--- config.mk ---
export PLATFORM = sky130hd
export DESIGN_NAME = insn_seq
export DESIGN_NICKNAME = d
export VERILOG_FILES = /design/src/rtl/insn_seq.sv
export SDC_FILE = /design/constraint.sdc
export NUM_CORES = 1
export LEC_CHECK = 0
export BUFFER_PORTS_ARGS = -buffer_cell sky130_fd_sc_hd__buf_2
export CORE_MARGIN = 3
export CORE_UTILIZATION = 47
export CTS_BUF_LIST = sky130_fd_sc_hd__clkbuf_16
export DETAILED_ROUTE_END_ITERATION = 7
export GPL_TIMING_DRIVEN = 0
export PLACE_DENSITY = 0.85
export RECOVER_POWER = 50
export SETUP_SLACK_MARGIN = 0.1
export SYNTH_ARGS = -nofsm -noshare
export SYNTH_HDL_FRONTEND = slang
export SYNTH_SLANG_ARGS = --single-unit
--- constraint.sdc ---
create_clock -name clk -period 3.5 [get_ports clk]
set_input_delay 0.7 -clock clk [delete_from_list [all_inputs] [get_ports clk]]
set_output_delay 0.7 -clock clk [all_outputs]
set_load 0.005 [all_outputs]
--- src/rtl/insn_seq.sv ---
module insn_seq #(
  parameter int PC_W = 11
) (
  input  logic            clk,
  input  logic            rst,
  input  logic [15:0]     instr,
  input  logic            carry_in,
  input  logic            zero_in,
  output logic [PC_W-1:0] pc,
  output logic [1:0]      cls,
  output logic [2:0]      rd,
  output logic [2:0]      rs1,
  output logic [2:0]      rs2,
  output logic [3:0]      alu_op,
  output logic [7:0]      imm8,
  output logic            reg_we,
  output logic [1:0]      wb_sel,
  output logic            mem_rd,
  output logic            mem_wr,
  output logic            pc_inc
);

  localparam logic [1:0] C_NONE = 2'd0, C_ALU = 2'd1, C_JMP = 2'd2, C_MEM = 2'd3;
  localparam logic [PC_W-1:0] PC_ONE = {{(PC_W-1){1'b0}}, 1'b1};

  logic [4:0]      op;
  logic [PC_W-1:0] target;
  logic            take;

  assign op     = instr[15:11];
  assign rd     = instr[10:8];
  assign rs1    = instr[5:3];
  assign rs2    = instr[2:0];
  assign imm8   = instr[7:0];
  assign target = instr[PC_W-1:0];
  assign pc_inc = !take;

  always_comb begin
    cls    = C_NONE;
    alu_op = 4'd0;
    reg_we = 1'b0;
    wb_sel = 2'd0;
    mem_rd = 1'b0;
    mem_wr = 1'b0;
    take   = 1'b0;
    if (op >= 5'd4 && op <= 5'd19) begin
      cls    = C_ALU;
      reg_we = 1'b1;
      alu_op = op[3:0] - 4'd4;
    end else begin
      case (op)
        5'd1:  begin cls = C_MEM; mem_rd = 1'b1; reg_we = 1'b1; wb_sel = 2'd1; end
        5'd2:  begin cls = C_MEM; mem_wr = 1'b1; end
        5'd25: begin cls = C_MEM; reg_we = 1'b1; wb_sel = 2'd2; end
        5'd26: begin cls = C_MEM; reg_we = 1'b1; wb_sel = 2'd3; end
        5'd20: begin cls = C_JMP; take = 1'b1; end
        5'd21: begin cls = C_JMP; take = carry_in; end
        5'd22: begin cls = C_JMP; take = zero_in; end
        5'd23: begin cls = C_JMP; take = !carry_in; end
        5'd24: begin cls = C_JMP; take = !zero_in; end
        default: ;
      endcase
    end
  end

  always_ff @(posedge clk) begin
    if (rst)       pc <= '0;
    else if (take) pc <= target;
    else           pc <= pc + PC_ONE;
  end

  a_r9_reset_zero: assert property (@(posedge clk) rst |=> pc == '0);
  a_r6_jump_load: assert property (@(posedge clk) disable iff (rst)
    !pc_inc |=> pc == $past(instr[PC_W-1:0]));
  a_r10_increment: assert property (@(posedge clk) disable iff (rst)
    pc_inc |=> pc == $past(pc) + PC_ONE);
  a_r4_strobes: assert property (@(posedge clk) disable iff (rst)
    $onehot0({mem_rd, mem_wr}) && !(mem_wr && reg_we));
  a_r8_undefined_quiet: assert property (@(posedge clk) disable iff (rst)
    cls == C_NONE |-> !reg_we && !mem_rd && !mem_wr && pc_inc);
  a_r11_jump_quiet: assert property (@(posedge clk) disable iff (rst)
    cls == C_JMP |-> !reg_we && !mem_rd && !mem_wr);

endmodule

### Word level (Yosys, flattened, before mapping)

Cells that the tools add are included.

* output and inout port bits: 40
* memories kept: 0
* logic and storage cells: 35
* register bits: 11
* bits in writable memories: 0
* bits of input ports: 20
* memory bits (read-only): 0
* bits in latches: 0

* multiply operators: 0
* shift operators: 0
* mux-type cells: 14
* equal/unequal tests: 9
* $add $sub $neg: 2
* bitwise operators: 0
* reductions and logical operators: 7
* $lt $le $gt $ge: 2
* divide/modulo/power cells: 0

Operators by type and width (number)
* 5-bit == test (second input constant): 7
* 11-bit by 1-bit adder with 11-bit output (second input constant): 1
* 11-bit 2-to-1 mux: 1
* 1-bit 2-to-1 mux: 7
* 2-bit one-hot mux with 3 select lines: 1
* 5-bit by 1-bit == test with 1-bit output (second input constant): 1
* 5-bit by 2-bit == test with 1-bit output (second input constant): 1
* 5-bit by 3-bit >= comparator with 1-bit output (second input constant): 1
* 5-bit less-or-equal comparator (second input constant): 1
* 1-bit one-hot mux with 5 select lines: 1
* 5-bit OR reduction: 1
* 2-bit 2-to-1 mux: 2
* 4-bit 2-to-1 mux: 1
* 2-bit one-hot mux with 2 select lines: 1
* 4-bit OR reduction: 1
* 4-bit by 3-bit subtractor with 4-bit output (second input constant): 1
* 1-bit logical NOT: 3
* 3-bit OR reduction: 1
* 1-bit logical AND: 1

### Longest topological paths before layout

* word-level depth: 4
* gate-level depth with buffers: 8
* mapped depth without buffers: 7

### Worst setup path before layout

OpenSTA, ideal clock, no wires.

* path type: input to output
* start point: in instr[14]
* end point: out pc_inc
* path buffers: 1
* arrival: 1.838 ns
* stages on the path: 7
* data required time: 2.800 ns
* slack: 0.962 ns
* cells stage by stage: inv_1 -> ha_1 -> nand2_1 -> a311o_1 -> buf_6 -> a211oi_4 -> inv_4

* longest elaborated chain between the ends: 4
* elaborated cells on any way between the ends: 11
* classes of those cells: order compare: 2; eq/ne: 5; mux: 2; reduce/logical: 2

Ends and longest elaborated chain
* start, declared: RTL line 6 `input logic [15:0] instr,`
* 5-bit by 3-bit >= comparator with 1-bit output, or another cell as far along: RTL line 46 `if (op >= 5'd4 && op <= 5'd19) begin`
* 1-bit logical AND or 1-bit one-hot mux with 5 select lines (tied branches): RTL line 46, 51
* 1-bit 2-to-1 mux *: RTL line 46
* 1-bit logical NOT *: RTL line 36 `assign pc_inc = !take;`
* end, declared: RTL line 20 `output logic pc_inc`

Mark *: on every way between the ends. The rest lies on a longest branch, timed or not.

### Final worst setup path

* start point: in instr[14]
* end point: out mem_wr

* longest elaborated chain between the ends: 3
* elaborated cells on any way between the ends: 6
* classes of those cells: order compare: 2; eq/ne: 1; mux: 2; reduce/logical: 1

Ends and longest elaborated chain
* 5-bit by 3-bit >= comparator with 1-bit output, or another cell as far along: RTL line 46
* 1-bit logical AND or 1-bit 2-to-1 mux (tied branches): RTL line 46, 51
* 1-bit 2-to-1 mux *: RTL line 46
* end, declared: RTL line 19 `output logic mem_wr,`

Marked as above.

==> metrics.csv <==
stage;metric;value;unit
detailed_routing;drtAntennaViolNets;0;
power_and_ir_drop;p_leak;0.000637;uW
synthesis;ys_warn_count;0;
synthesis;synth_area_leaders;dfxtp_1 (21%), buf_4 (13%), a2111oi_0 (7.4%);
floorplan;rows;16;
cts;tritoncts;done;
placed_design;dp_hpwl;2.18;mm
global_route;grt_pass1_wl;4.38;mm
global_route;grt.overflow.total;0;
synthesis;synth.top_cell.area_share;20.7;%
floorplan;start_util;52.1;%
synthesis;synth_commonest_cells;buf_4 (18), dfxtp_1 (11), nor2_1 (11);
detailed_routing;num_vias;1154;
cts;cts_max_level;1;
power_and_ir_drop;p_per_area;307;nW/um^2
detailed_routing;drt_iter0_drc;10;
sta;holdWs;573;ps
setup_path;cp_data_required_time;2800;ps
hold_path;worstHoldPathCells;2;
sta;slew_headroom;48.7;%
finish;final_nets;213;
sta;final-setup-viol-count;0;
finish;regMostFlops;pc;
synthesis;avgSynthCellArea;8.45;um^2
sta;period_minus_slack;2950;ps
synthesis;synth_fp_nets;150;
synthesis;ys_seq_area_share;20.7;%
sta;finClkSkew;0.910;ps
floorplan;io_pins;60;
placed_design;dp_cells;211;
finish;stdcell_count;215;
floorplan;die_area;2870;um^2
setup_path;crit_fanout;5;
setup_path;cp_cell_sequence;buf_2 > inv_1 > ha_1 > and2_1 > o41ai_1 > and3_1 > buf_2;
finish;n_antenna_cell;0;
detailed_routing;routed_wl;2.77;mm
flow_run;max_cap_viol_count;0;
cts;cts-resized-gates;0;
floorplan;die_h;53.6;um
global_route;grt_antenna_before_repair;0;
setup_path;max_stage_delay;630;ps
setup_path;critical_path_class;primary input to primary output;
setup_path;worstSetupStartpoint;instr[14];
detailed_routing;remaining_drc_errors;0;
cts;clock_sinks;11;
global_route;gr-usage-all-layers;20.9;%
cts;clk_path_buf_depth;2;
finish;drive_above_1_share;42.0;%
detailed_routing;vias_per_cell;5.37;
placed_design;gp_congestion;0.799;
global_route;grt_pass1_vias;1072;
setup_path;critPathCapture;mem_wr;
synthesis;synth_area_leader_cell;dfxtp_1;
synthesis;syn_inst;126;
placed_design;place_area;1390;um^2
setup_path;worst_r2r_endpoint;pc[10];
placed_design;port_buffers;58;
detailed_routing;wl_per_cell;12.9;um
cts;path_clk_slew;40;ps
sta;rsz0062_at_grt;no;
setup_path;timing.reg2reg.setup_slack;2050;ps
setup_path;cpMostUsedCell;buf_2;
synthesis;synth_edf_count;0;
synthesis;yosysMostFrequentCell;buf_4;
synthesis;synth_cell_types;39;
finish;largest_reg_flops;11;
cts;clockRootBuffer;clkbuf_16;
outcome;status;finished, final reports clean;
synthesis;synth_ff_type;dfxtp_1;
finish;largest_registers;pc: 11 flops;
hold_path;hp-start;pc[10];
global_route;grt_max_degree;11;
finish;area_growth;36.5;%
finish;fin_area;1450;um^2
power_and_ir_drop;p_total;446;uW
synthesis;synth-async-reset-ratio;0;%
sta;fin_crit_sh;84.4;%
setup_path;reg2regPathDepth;5;
floorplan;core;2040;um^2
setup_path;startpoint_type;primary input;
setup_path;crit_slowest_cell;o41ai_1;
cts;post_cts_buffers;0;
hold_path;hold_path_class;flip-flop to flip-flop;
synthesis;syn_area;1060;um^2
floorplan;dieWidth;53.6;um
sta;tightest_slew;760;ps
power_and_ir_drop;irDropWorstVdd;0.546;mV
detailed_routing;firstDrtPassIters;4;
cts;holdBufCountCts;0;
setup_path;r2r-start;pc[0];
sta;slew_viol_final;0;
sta;hold_viol_final;0;
synthesis;synth-seq-cells;11;
setup_path;critPathArrivalTime;2250;ps
cts;clk_latency;240;ps
setup_path;end_kind;primary output;
cts;cts_made_buffers;3;
sta;finalSetupTns;0;ps
sta;fmax;0.338;GHz
worst max-delay path, delay by kind of cell:
kind | cells | cell delay (ps)
AND/OR/NAND/NOR | 2 | 420
buffers and inverters | 3 | 290
adder cells (fa/ha/maj) | 1 | 220
AO/OA/AOI/OAI | 1 | 630
how the worst min path moves through the flow:
stage,end,slack [ps]
6_report,pc[10],570
5_1_grt,pc[10],610
4_1_cts,pc[10],570
3_5_place_dp,pc[10],560
3_3_place_gp,pc[10],560
2_1_floorplan,pc[0],560
layout make-up:
cell class	count	area, um^2
Clock buffer	3	75.1
Clock inverter	1	3.75
Timing Repair Buffer	58	277
Fill cell	182	588
Multi-Input combinational cell	85	632
Buffer	23	184
Sequential cell	11	220
Tap cell	27	33.8
Inverter	7	28.8
per-layer routing:
| metal | share of wire (%) | vias up | GRT usage [%] | wire (um) |
|---|---|---|---|---|
| li1 | - | 565 | - | - |
| met1 | 39 | 531 | 23.0 | 1090 |
| met2 | 52 | 54 | 39.8 | 1430 |
| met3 | 8.8 | 4 | 5.26 | 243 |
| met4 | 0.50 | 0 | 4.68 | 14 |
| met5 | 0 | - | 0 | 0 |
cell families (layout without fill, tap and decap cells):
group,after synthesis,count (layout),synth area share (%)
buf+inv,30,92,20.0
fa+ha+maj,4,4,4.70
xor+xnor,10,10,8.23
compound gates,29,29,22.7
mux,2,2,2.00
flops,11,11,20.7
simple gates,40,40,21.7
report_power, final:
part | total, uW | switching (uW) | internal [uW] | leakage, uW
Sequential | 136 | 5.12 | 130 | 0.0000894
Combinational | 106 | 50.5 | 55.4 | 0.000505
Clock | 205 | 54.8 | 150 | 0.0000423
stage by stage:
step,util [%],setup WS [ps]
3_3_place_gp,68.0,572
4_1_cts,71.9,559
5_1_grt,71.2,372
3_5_place_dp,68.0,572
6_report,71.2,546
2_1_floorplan,-,962
cell usage in the layout, fill, tap and decap left out, types with 2 or more instances in the layout:
cell type and n:
nor2_1 11, and2_1 2, buf_6 3, nand2b_1 2, dfxtp_1 11, ha_1 4, nand2_1 2, nor3_1 2
a21oi_1 4, nand3b_1 2, buf_4 13, xnor2_1 9, inv_1 7, clkbuf_16 3, buf_2 48, clkbuf_1 11
nand4_1 2, a211oi_1 9, nand3_1 7, nor2b_1 2, a2111oi_0 9, clkbuf_4 5
(Power assumes the default switching activity.)
